<file path="src/rtl/rxq_pkg.sv">
package rxq_pkg;

    localparam int CHAR_W = 8;
    localparam int WORD_W = CHAR_W + 4;

    typedef struct packed {
        logic              frm;
        logic              par;
        logic              brk;
        logic [CHAR_W-1:0] ch;
    } rxq_entry_t;

    function automatic logic [WORD_W-1:0] rxq_word(input rxq_entry_t e, input logic vld);
        return vld ? {1'b1, e.frm, e.par, e.brk, e.ch} : '0;
    endfunction

endpackage

</file>
<file path="src/rtl/rxq_store.sv">
module rxq_store
    import rxq_pkg::*;
#(
    parameter int DEPTH = 16,
    localparam int AW    = (DEPTH > 1) ? $clog2(DEPTH) : 1,
    localparam int LVL_W = $clog2(DEPTH + 1)
) (
    input  logic             clk,
    input  logic             rst,
    input  logic             clr,
    input  logic             push_req,
    input  logic             pop_req,
    input  rxq_entry_t       wr_entry,
    output rxq_entry_t       head,
    output logic [LVL_W-1:0] level,
    output logic             overrun,
    output logic             push_ok,
    output logic             pop_ok
);
    rxq_entry_t     mem [DEPTH];
    logic [AW-1:0]  wr_ptr, rd_ptr;
    logic           full, empty;

    assign full    = (level == LVL_W'(DEPTH));
    assign empty   = (level == '0);
    assign push_ok = push_req && !clr && !full;
    assign pop_ok  = pop_req && !clr && !empty;
    assign head    = mem[rd_ptr];

    function automatic logic [AW-1:0] bump(input logic [AW-1:0] p);
        return (p == AW'(DEPTH - 1)) ? '0 : p + 1'b1;
    endfunction

    always_ff @(posedge clk) begin
        if (push_ok) mem[wr_ptr] <= wr_entry;
    end

    always_ff @(posedge clk) begin
        if (rst || clr) begin
            wr_ptr  <= '0;
            rd_ptr  <= '0;
            level   <= '0;
            overrun <= 1'b0;
        end else begin
            if (push_ok) wr_ptr <= bump(wr_ptr);
            if (pop_ok)  rd_ptr <= bump(rd_ptr);
            level <= level + LVL_W'(push_ok) - LVL_W'(pop_ok);
            if (push_req && full) overrun <= 1'b1;
        end
    end
endmodule

</file>
<file path="src/rtl/rxq_idle_timer.sv">
module rxq_idle_timer #(
    parameter int TMO_W = 4
) (
    input  logic             clk,
    input  logic             rst,
    input  logic             restart,
    input  logic             active,
    input  logic             tick,
    input  logic [TMO_W-1:0] limit,
    output logic             expired
);
    logic [TMO_W-1:0] cnt;

    always_ff @(posedge clk) begin
        if (rst || restart || !active)
            cnt <= '0;
        else if (tick && cnt != '1)
            cnt <= cnt + 1'b1;
    end

    assign expired = active && (limit != '0) && (cnt >= limit);
endmodule

</file>
<file path="src/rtl/rx_char_fifo.sv">
module rx_char_fifo
    import rxq_pkg::*;
#(
    parameter int DEPTH = 16,
    parameter int TMO_W = 4,
    localparam int LVL_W = $clog2(DEPTH + 1)
) (
    input  logic              clk,
    input  logic              rst,
    input  logic              wr_en,
    input  logic [CHAR_W-1:0] wr_char,
    input  logic              wr_brk,
    input  logic              wr_par,
    input  logic              wr_frm,
    input  logic              rd_en,
    input  logic              fifo_clr,
    input  logic [LVL_W-1:0]  thresh,
    input  logic [TMO_W-1:0]  tmo_chars,
    input  logic              char_tick,
    output logic [WORD_W-1:0] rd_word,
    output logic [LVL_W-1:0]  level,
    output logic              not_empty,
    output logic              overrun,
    output logic              above_thresh,
    output logic              timeout
);
    rxq_entry_t in_e, head_e;
    logic       push_ok, pop_ok;

    assign in_e = '{frm: wr_frm, par: wr_par, brk: wr_brk, ch: wr_char};

    rxq_store #(.DEPTH(DEPTH)) u_store (
        .clk      (clk),
        .rst      (rst),
        .clr      (fifo_clr),
        .push_req (wr_en),
        .pop_req  (rd_en),
        .wr_entry (in_e),
        .head     (head_e),
        .level    (level),
        .overrun  (overrun),
        .push_ok  (push_ok),
        .pop_ok   (pop_ok)
    );

    rxq_idle_timer #(.TMO_W(TMO_W)) u_timer (
        .clk     (clk),
        .rst     (rst),
        .restart (fifo_clr || push_ok || pop_ok),
        .active  (not_empty),
        .tick    (char_tick),
        .limit   (tmo_chars),
        .expired (timeout)
    );

    assign not_empty    = (level != '0);
    assign above_thresh = (level > thresh);
    assign rd_word      = rxq_word(head_e, not_empty);
endmodule

</file>
<file path="config.mk">
export PLATFORM = sky130hd
export DESIGN_NAME = rx_char_fifo
export DESIGN_NICKNAME = d
export VERILOG_FILES = /design/src/rtl/rxq_pkg.sv /design/src/rtl/rxq_store.sv /design/src/rtl/rxq_idle_timer.sv /design/src/rtl/rx_char_fifo.sv
export SDC_FILE = /design/constraint.sdc
export NUM_CORES = 1
export LEC_CHECK = 0
export CORE_UTILIZATION = 59
export DETAILED_ROUTE_END_ITERATION = 12
export GPL_ROUTABILITY_DRIVEN = 0
export HOLD_SLACK_MARGIN = 0.15
export PLACE_DENSITY = 0.84
export SLEW_MARGIN = 20
export SYNTH_ARGS = -nofsm -noshare
export SYNTH_HDL_FRONTEND = slang
export SYNTH_SLANG_ARGS = --single-unit
</file>
<file path="constraint.sdc">
create_clock -name clk -period 3.3 [get_ports clk]
set_input_delay 0.99 -clock clk [delete_from_list [all_inputs] [get_ports clk]]
set_output_delay 0.99 -clock clk [all_outputs]
set_load 0.02 [all_outputs]
</file>
# == Word level (Yosys, flattened, before mapping) ==
# Memories as Yosys holds them, arrays and structs flattened. A register that Yosys moved wholly into a read port is not among the register bits.
# Index checks and enable logic that the tools add are counted.
# W data, S select, Z words.
# classes
add_sub_neg,5
order_cmp,2
eq_ne,4
muxes,7
n_reduce_logical,20
# op_table
operator,count
$mux W4,4
$add A4 B1 Y4 const B,3
$mux W12,1
$eq A4 B4 Y1 const B,2
$logic_and A1 B1 Y1,8
$add A5 B1 Y5,1
$eq A5 B5 Y1 const B,1
$gt A5 B5 Y1,1
$logic_not A5 Y1,1
$logic_or A1 B1 Y1,5
$reduce_bool A5 Y1,1
$sub A5 B1 Y5,1
$ge A4 B4 Y1,1
$logic_not A1 Y1,4
$ne A4 B4 Y1 const B,1
$reduce_bool A4 Y1,1
$mux W1,2
# word_totals
register_bits,18
ram_bits,176
in_bits,26
output_inout_bits,21
wordCells,44
n_memories,1
# memory_table
name,depth,width,read_ports,rd_ports_with_merged_regs,wr,line,rtl
u_store.mem,16,11,1,1,1,rxq_store.sv:20,rxq_entry_t mem [DEPTH];

# == Logic depth before layout (Yosys ltp) ==
# Gate-level depths: netlist of run 1.
# logic_depth
ltp_word,7
mapped_depth,13
depth_no_buf,13

# == By module ==
# From an unflattened synthesis of run 1, not the netlist that was laid out.
# hier_totals
hier_cells,457
hier_area_um2,8167.8
# modules_own_cells
module,n_inst,cells_each,area_each_um2,seq_area_each_um2
rxq_store,1,386,7597.3,5645.4
rxq_idle_timer,1,37,302.8,80.1
rx_char_fifo,1,34,267.8,0.0

# == Least setup slack after synthesis of run 1 ==
# Ideal clock, no wire load.
# synth_path
path_type,reg2out
startpoint,register u_store.level[2]
endpoint,output rd_word[2]
arrival_time_ns,1.978
t_required_ns,2.310
slack_ns,0.332
stages_incl_launch_ff,8
n_path_buf,1
path_cell_list,dfxtp_1 -> inv_1 -> ha_1 -> nor4b_4 -> inv_1 -> clkbuf_1 -> o21ai_0 -> a21oi_1
# synth_between
elab_chain_len,2
# synth_lines
item,line,rtl
from (decl),rxq_store.sv:15,"output logic [LVL_W-1:0] level,"
from (signal assigned),rxq_store.sv:47,level <= level + LVL_W'(push_ok) - LVL_W'(pop_ok);
$reduce_bool A5 Y1,rx_char_fifo.sv:56,assign not_empty = (level != '0);
named net not_empty,rx_char_fifo.sv:22,"output logic not_empty,"
$mux W12,rxq_pkg.sv:14,"return vld ? {1'b1, e.frm, e.par, e.brk, e.ch} : '0;"
to (decl),rx_char_fifo.sv:20,"output logic [WORD_W-1:0] rd_word,"
# The timed path passes the listed nets, and every way through them passes these cells.

==> results of run 1 <==
[routing by layer]
metal  part of all wire  GRT usage  vias up  wire length (µm)
met5                  0          0        -                 0
met4              0.023     0.0891        0               375
met3              0.057     0.0604       29               929
met2               0.53      0.423      170              8630
met1               0.39      0.294     2228              6270
li1                   -          -     1975                 -
[cell families (layout without fill, tap and decap cells)]
kind of cell / after synthesis / after routing / synth area share
buf+inv: 40 / 138 / 0.0243
simple gates: 80 / 80 / 0.0500
xor+xnor: 9 / 9 / 0.00961
compound gates: 41 / 41 / 0.0278
flops: 198 / 198 / 0.698
mux: 68 / 68 / 0.157
fa+ha+maj: 21 / 21 / 0.0330
[synthesized netlist by cell type (5+ instances only)]
master      n
clkbuf_1    6
o21ai_0     8
mux4_2     32
nand2_1    15
dfxtp_1    22
inv_1      19
mux2i_1    13
nor2_1     27
mux2_2     11
a21oi_1    20
edfxtp_1  176
nand2b_1    5
nor3_1     12
xnor2_1     6
mux4_1     12
o21ai_1     5
buf_2       8
nand3_1     8
ha_1       20
[worst max-delay path, stage by stage (launching register included)]
cell	delay, ns
dfxtp_4	0.42
clkbuf_16	0.17
mux4_2	0.54
mux2_2	0.28
o21ai_0	0.15
a21oi_1	0.08
buf_2	0.20
[placed cells by master (no fill, tap or decap), types with 6 or more instances in the layout]
| master | count |
|---|---|
| edfxtp_1 | 176 |
| buf_4 | 37 |
| mux4_2 | 35 |
| nor2_1 | 27 |
| clkdlybuf4s50_1 | 27 |
| a21oi_1 | 20 |
| dfxtp_1 | 19 |
| ha_1 | 18 |
| clkbuf_16 | 18 |
| inv_1 | 17 |
| nand2_1 | 15 |
| mux2i_1 | 13 |
| nor3_1 | 12 |
| mux2_2 | 11 |
| mux4_1 | 9 |
| buf_2 | 9 |
| nand3_1 | 8 |
| o21ai_1 | 7 |
| xnor2_1 | 6 |
[timing repair]
action                                  CTS  global route
endpoints found under the setup margin   13            12
cloned                                    0             1
buffers inserted                          0             2
pin swaps                                 4             2
resized for setup                        61            17
hold buffers                              0             0
[worst paths after layout]
kind / start / end / slack [ns] / depth (start not counted)
worst min register to register: u_store.overrun / u_store.overrun / 0.48 / 2
worst max-delay path: flip-flop / rd_word[2] / 0.03 / 6
worst min-delay path: u_store.overrun / u_store.overrun / 0.48 / 2
worst max register to register: u_store.level[3] / u_store.level[4] / 0.73 / 13
[layout make-up]
type / count / area share
Multi-Input combinational cell: 219 / 0.239
Inverter: 19 / 0.00739
Sequential cell: 198 / 0.594
Timing Repair Buffer: 87 / 0.0827
Clock buffer: 22 / 0.0460
Tap cell: 176 / 0.0228
Clock inverter: 10 / 0.00856
[stage by stage]
step / hold slack (ns) / area, µm²
after detailed placement: 0.465 / 9100
after global placement: 0.452 / 9100
after global routing: 0.538 / 9650
after floorplan: 0.465 / 8200
final: 0.480 / 9650
after CTS: 0.484 / 9620
[registers in the layout (all words and copies together) (netlist names), named ones only]
signal / cells
u_store.overrun: 1
u_store.level: 5
u_store.wr_ptr: 4
u_timer.cnt: 4
u_store.rd_ptr: 4
u_store.mem: 176
[power breakdown]
group,switching [mW],internal (mW)
clock network,0.826,1.03
logic,0.318,0.260
registers,0.0242,2.75
==> summary.md, run 1 <==
| Metric | Value |
|---|---|
| Status | `completed` |
| N_diodes | `0` |
| Worst EP required | `2.31 ns` |
| Drt wl/cell | `~22 µm` |
| Post-Route Setup TNS | `0 ns` |
| Final setup fails | `0` |
| Max Slew Vio Count | `0` |
| Number of routed nets with antenna violations | `0` |
| Pre-CTS WS | `-0.578 ns` |
| Final core occ | `0.720` |
| Layout cells sized above 1 | `0.249` |
| Post-synth EDFFs | `176` |
| Grt ovf | `0` |
| Yosys cell types | `between 40 and 50` |
| CP arrival | `approximately 2.3 ns` |
| TritonCTS clock tree | `done` |
| Clk_lat worst skew | `between 0.4 and 0.5 ns` |
| Max Root-Sink Buffers | `2` |
| Worst IR Drop VDD | `0.380 mV` |
| Total GRT Usage | `0.243` |
| Yosys reg bits | `198` |
| Synthesized area | `8200 µm²` |
| First drt pass iteration count | `5` |
| F_max | `0.306 GHz` |
| Startpoint class of the critical path | `flip-flop` |
| RSZ-0062 raised after global routing | `true` |
| Slew @ Worst Pin | `between 0.6 and 0.7 ns` |
| H-tree depth | `4` |
| First-pass GRT wire length | `between 20,000 and 25,000 µm` |
| Total CTS buffers | `17` |
| Syn_nets | `504` |
| Post-Layout Cell Count | `731` |
| Post-synthesis async set-or-reset flop share | `0` |
| Synth area leader | `edfxtp_1` |
| Post-Syn Instances | `457` |
| Max-cap violations | `0` |
| Port bufs | `46` |
| Detailed placement HPWL | `10,400 µm` |
| Top-area cell type share of the netlist area | `0.644` |
| Overall power | `5.21 mW` |
| Synth Warn # | `0` |
| Placed cells | `696` |
| CP endpoint kind | `output port` |
| Final setup slack of the worst path | `0.0334 ns` |
| Horiz. Die Dim | `120 µm` |
| Detailed-route via count | `4,402` |
| Final hold viol count | `0` |
| Ports | `47` |
| Vias in the first global route | `4,540` |
| Period utilization | `0.990` |
| Fillers | `804` |
| Initial drt markers | `347` |
| TritonCTS sink count | `roughly 200` |
| Final WL | `16,200 µm` |
| Main flop type after synthesis | `edfxtp_1` |
| Worst-path clk slew | `0.06 ns` |
| DIE HEIGHT | `120 µm` |
| Routed vias/inst | `approximately 6.0` |
| CORE AREA | `13,400 µm²` |
| Area of the multi-input gates | `2300 µm²` |
| Crit path time final | `approximately 3.3 ns` |
| Rel. slew slack | `0.582` |
| Static Leak | `3.26 nW` |
| Top cells by area, synth | `edfxtp_1, mux4_2, dfxtp_1` |
| P&R area growth vs syn | `17.7%` |
| Final clock skew | `between 0.007 and 0.008 ns` |
| Die footprint | `approximately 14,000 µm²` |
| Worst min path class | `reg -> reg` |
| Post-Syn Area per Cell | `17.9 µm²` |
| Register area | `5730 µm²` |
| Crit path max fanout | `6` |
| Initial antenna violation count | `0` |
| Critical path type | `reg -> out` |
| Largest net degree at the start of global routing | `29` |
| PwrDens | `around 540 nW/µm²` |
| Root Driver | `clkbuf_16` |
| Row Count | `42` |
| Final net count | `just under 600` |
| Sequential fraction of the synthesis area | `0.698` |
| # DRC | `0` |
| Initial core utilization | `0.612` |
Power figures use the tool's default switching activity.
==> run 2, diff against run 1 <==
CORE_ASPECT_RATIO = 1.5   (was not set)
CORE_UTILIZATION = 64   (was 59)
PLACE_DENSITY = 0.9   (was 0.84)
clock period = 3.8 ns   (was 3.3 ns; I/O delays follow)
==> run 2 against run 1 <==
  * Sequential power shrank 13%
  * Count of clock-buffer cells in the layout shrank 5
  * Sequential share of layout area is 0.17 points higher
  * Combinational power is 12% lower
  * Critical path depth is 1 higher
  * First-iteration DRC count shrank 12%
  * Clock power fell by 4%
  * Register-to-register slack better by 0.35 ns
  * Total power is 9.8% lower
  * Largest power group unchanged
==> summary.md, run 2 (synthesis gave the netlist of run 1 again) <==
| Metric | Value |
|---|---|
| Drt wl/cell | `24.3 µm` |
| WL met1 | `about 6400 µm` |
| Initial antenna violation count | `0` |
| Top layer in use | `met4` |
| TritonCTS clock tree | `done` |
| # DRC | `0` |
| PwrDens | `488 nW/µm²` |
| Worst IR Drop VDD | `approximately 0.4 mV` |
| CORE AREA | `12,500 µm²` |
| Routed vias/inst | `6.34` |
| Worst EP required | `2.66 ns` |
| Startpoint class of the critical path | `primary input` |
| Number of routed nets with antenna violations | `0` |
| Critical Path Start | `tmo_chars[0]` |
| R2r startpoint | `u_store.level[2]` |
| Most common cell after layout, fill and taps aside | `edfxtp_1` |
| Hold WS | `between 0.4 and 0.5 ns` |
| Static Leak | `3.25 nW` |
| N_diodes | `0` |
| Crit path max fanout | `2` |
| Max reg flops | `176` |
| Internal reg-to-reg setup slack | `1.08 ns` |
| Horiz. Die Dim | `94.4 µm` |
| CP endpoint kind | `output port` |
| Slew @ Worst Pin | `approximately 0.80 ns` |
| First-pass GRT wire length | `26,000 µm` |
| Placed cells | `667` |
| Initial drt markers | `between 300 and 400` |
| Final hold viol count | `0` |
| Vias in the first global route | `4,705` |
| Rel. slew slack | `0.464` |
| Detailed placement HPWL | `10,300 µm` |
| Total setup buffers inserted after CTS | `0` |
| Total CTS buffers | `17` |
| Layout cells sized above 1 | `0.206` |
| Cells on worst reg2reg path | `13` |
| DR WL met2 | `9150 µm` |
| Root Driver | `clkbuf_16` |
| Status | `completed` |
| Grt ovf | `0` |
| Clk_lat worst skew | `0.43 ns` |
| CP Capture Point | `timeout` |
| P&R area growth vs syn | `17.3%` |
| TritonCTS sink count | `~200` |
| F_max | `between 0.2 and 0.3 GHz` |
| Port bufs | `46` |
| Critical path type | `in -> out` |
| Worst-path clk slew | `0.07 ns` |
| Period utilization | `0.995` |
| Worst min path class | `reg -> reg` |
| Die footprint | `13,300 µm²` |
| DIE HEIGHT | `between 100 and 150 µm` |
| Most frequent cells in the layout | `edfxtp_1, clkdlybuf4s50_1, mux4_2, nor2_1, buf_4` |
| Final setup fails | `0` |
| Max Slew Vio Count | `0` |
| Crit path time final | `3.78 ns` |
| Biggest register | `u_store.mem` |
| R2R Path End | `u_store.level[4]` |
| Post-Layout Cell Count | `700` |
| H-tree depth | `4` |
| Largest net degree at the start of global routing | `34` |
| Met3 routed WL | `907 µm` |
| Fillers | `676` |
| CP arrival | `around 2.6 ns` |
| Detailed-route via count | `~4.4k` |
| Ports | `47` |
| Final net count | `578` |
| Final WL | `17,000 µm` |
| RSZ-0062 raised after global routing | `true` |
| Overall power | `4.70 mW` |
| Row Count | `50` |
| Biggest regs | `u_store.mem x176, u_store.level x5` |
| Initial core utilization | `0.656` |
| Max-cap violations | `0` |
| Max Root-Sink Buffers | `2` |
| First drt pass iteration count | `5` |
| Final clock skew | `0.00908 ns` |
| Total GRT Usage | `0.278` |
## run 2: per-layer routing
metal | up-vias | global-route usage
met5 | - | 0
met3 | 48 | 0.0556
met2 | 211 | 0.479
met4 | 0 | 0.127
met1 | 2229 | 0.335
li1 | 1950 | -
## run 2: how the worst min path moves through the flow
stage                     from         endpoint  slack, ns  cells past startpoint
6_report       u_store.overrun  u_store.overrun       0.48                      2
5_1_grt         u_timer.cnt[1]   u_timer.cnt[1]       0.54                      2
4_1_cts        u_store.overrun  u_store.overrun       0.49                      2
3_5_place_dp   u_store.overrun  u_store.overrun       0.47                      2
3_3_place_gp   u_store.overrun  u_store.overrun       0.45                      2
2_1_floorplan   u_timer.cnt[1]   u_timer.cnt[1]       0.47                      2
## run 2: through the flow
stage / utilization / instance area, µm² / TNS [ns] / worst slack (ns)
finish: 0.769 / 9620 / 0 / 0.0196
global route: 0.769 / 9620 / -0.0485 / -0.0485
CTS: 0.768 / 9610 / -0.129 / -0.129
detailed placement: 0.719 / 9000 / -0.746 / -0.377
global placement: 0.719 / 9000 / -0.605 / -0.331
floorplan: - / 8200 / 0 / 0.533
## run 2: critical path, stage by stage
cell	delay [ns]
clkdlybuf4s50_1	0.43
ha_1	0.29
nand2b_1	0.14
a21o_1	0.17
a211oi_1	0.23
nor3_1	0.08
clkbuf_2	0.16
## run 2: what timing repair did
item,4_1_cts,5_1_grt
setup endpoints to repair,13,3
pin swaps,0,3
gates cloned,1,0
hold endpoints to repair,0,0
hold buffers,0,0
resized for setup,18,5
## run 2: power by group
part           internal (mW)  switching, mW  leakage [nW]
logic                  0.225          0.287          1.19
clock network          0.986          0.797         0.287
registers               2.39         0.0178          1.76
## run 2: cell type report
cell class	instances	area, µm²	share of cell area
clock buffer	17	425	0.0442
clock inverter	15	165	0.0172
inverter	19	71.3	0.00742
multi-input combinational	219	2290	0.238
sequential	198	5730	0.596
tap	156	195	0.0203
timing repair buffer	76	743	0.0773
==> run 3, diff against run 2 <==
CORE_UTILIZATION = 33   (was 64)
PLACE_DENSITY = 0.54   (was 0.9)
==> run 3 against run 2 <==
  * Critical path depth unchanged
  * Die area increased by 92%
  * Cell count increased by 24%
  * Wire length decreased by 0.24%
  * Count of clock-buffer cells in the layout increased by 6
  * Sequential share of layout area decreased by 1.1 points
  * Core utilization decreased by 37 points
  * Worst hold slack improved by 0.0055 ns
  * Total power decreased by 0.61%
  * Critical endpoint unchanged
  * Largest power group unchanged
  * Highest routed layer unchanged
==> summary.md, run 3 (synthesis gave the netlist of run 1 again) <==
| Metric | Value |
|---|---|
| Final hold viol count | `0` |
| PwrDens | `476 nW/µm²` |
| RSZ-0062 raised after global routing | `true` |
| Initial core utilization | `0.336` |
| Biggest register | `u_store.mem` |
| Startpoint class of the critical path | `primary input` |
| P&R area growth vs syn | `19.6%` |
| Max Slew Vio Count | `0` |
| Worst IR Drop VDD | `between 0.3 and 0.4 mV` |
| TritonCTS sink count | `slightly below 200` |
| First-pass GRT wire length | `25,700 µm` |
| Status | `completed` |
| Crit path max fanout | `2` |
| Period utilization | `0.985` |
| Static Leak | `3.24 nW` |
| Post-Route Setup TNS | `0 ns` |
| Initial drt markers | `~340` |
| Detailed-route via count | `4,216` |
| Final WL | `between 15,000 and 20,000 µm` |
| CP arrival | `2.60 ns` |
| Biggest regs | `u_store.mem x176, u_store.level x5` |
| Worst min path class | `reg -> reg` |
| Detailed placement HPWL | `~11,000 µm` |
| TritonCTS clock tree | `done` |
| Rel. slew slack | `0.606` |
| Max Root-Sink Buffers | `2` |
| N_diodes | `0` |
| Slew @ Worst Pin | `0.590 ns` |
| CP endpoint kind | `output port` |
| Vias in the first global route | `4,435` |
| F_max | `0.267 GHz` |
| H-tree depth | `4` |
| Port bufs | `46` |
| Critical path type | `in -> out` |
| Overall power | `approximately 4.7 mW` |
| Ports | `47` |
| Worst EP required | `approximately 2.7 ns` |
| Initial antenna violation count | `0` |
| Total GRT Usage | `0.141` |
| Crit path time final | `~3.7 ns` |
| Most frequent cells in the layout | `edfxtp_1, mux4_2, clkdlybuf4s50_1, nor2_1, buf_4` |
| First drt pass iteration count | `5` |
| # DRC | `0` |
| Most common cell after layout, fill and taps aside | `edfxtp_1` |
| Total CTS buffers | `17` |
| Routed vias/inst | `between 4 and 5` |
| Horiz. Die Dim | `~130 µm` |
| Root Driver | `clkbuf_16` |
| Final clock skew | `0.00528 ns` |
| Final setup fails | `0` |
| CORE AREA | `24,400 µm²` |
| Clk_lat worst skew | `0.43 ns` |
| Largest net degree at the start of global routing | `34` |
| Final core occ | `0.401` |
| Max reg flops | `176` |
| Number of routed nets with antenna violations | `0` |
| Grt ovf | `0` |
| Row Count | `70` |
| Die footprint | `25,500 µm²` |
| Drt wl/cell | `slightly below 20 µm` |
| Max-cap violations | `0` |
| DIE HEIGHT | `195 µm` |
| Layout cells sized above 1 | `0.197` |
| Worst-path clk slew | `0.06 ns` |
| Final net count | `578` |
-- run 3: cell count changes in the layout (fill, tap and decap cells not counted), moves of 2 or more --
cell | previous run | this run
o21ai_1 | 6 | 9
buf_2 | 0 | 2
o21ai_0 | 7 | 4
clkinv_4 | 3 | 1
clkinv_2 | 0 | 2
inv_6 | 6 | 0
clkbuf_1 | 0 | 6
-- run 3: layout make-up --
cell class                 instances  area, µm²
sequential                       198       5730
inverter                          19       71.3
fill                            2210      14600
tap                              324        405
clock inverter                     9        128
clock buffer                      23        448
timing repair buffer              76        736
multi-input combinational        219       2290
-- run 3: repair_timing --
action / in CTS / in global routing
gates cloned: 0 / 1
hold buffers: 0 / 0
resized for setup: 21 / 6
buffers inserted: 0 / 0
setup endpoints to repair: 12 / 4
-- run 3: final timing paths --
path | startpoint | end | slack (ns) | cells after the start
min reg2reg | u_store.overrun | u_store.overrun | 0.49 | 2
min | u_store.overrun | u_store.overrun | 0.49 | 2
max | tmo_chars[1] | timeout | 0.06 | 7
max reg2reg | u_store.level[2] | u_store.level[4] | 1.16 | 13
-- run 3: report_power, final --
part | leakage [nW] | total (mW) | switching [mW] | internal, mW
clock | 0.273 | 1.78 | 0.747 | 1.03
combinational | 1.21 | 0.486 | 0.272 | 0.213
sequential | 1.76 | 2.40 | 0.0183 | 2.39
total | 3.24 | 4.67 | 1.04 | 3.63
-- run 3: stage by stage --
step | std cells | setup slack [ns] | hold WS [ns] | area (µm²)
6_report | 868 | 0.0563 | 0.487 | 9810
5_1_grt | 868 | -0.0378 | 0.520 | 9810
4_1_cts | 867 | 0.00603 | 0.488 | 9770
3_5_place_dp | 835 | -0.382 | 0.458 | 9220
3_3_place_gp | 835 | -0.363 | 0.462 | 9220
2_1_floorplan | 457 | 0.533 | 0.465 | 8200
-- run 3: critical path, stage by stage --
cell             delay [ns]
clkdlybuf4s50_1        0.48
inv_1                  0.05
ha_1                   0.30
a21o_1                 0.17
a211oi_2               0.21
nor3_1                 0.08
buf_2                  0.17
-- run 3: routing by layer --
metal  vias to the layer above  global-route usage  share of wire
li1                       1954                   -              -
met1                      2183               0.166           0.41
met2                        61               0.251           0.55
met3                        18              0.0293          0.027
met4                         0              0.0477          0.016
met5                         -                   0              0
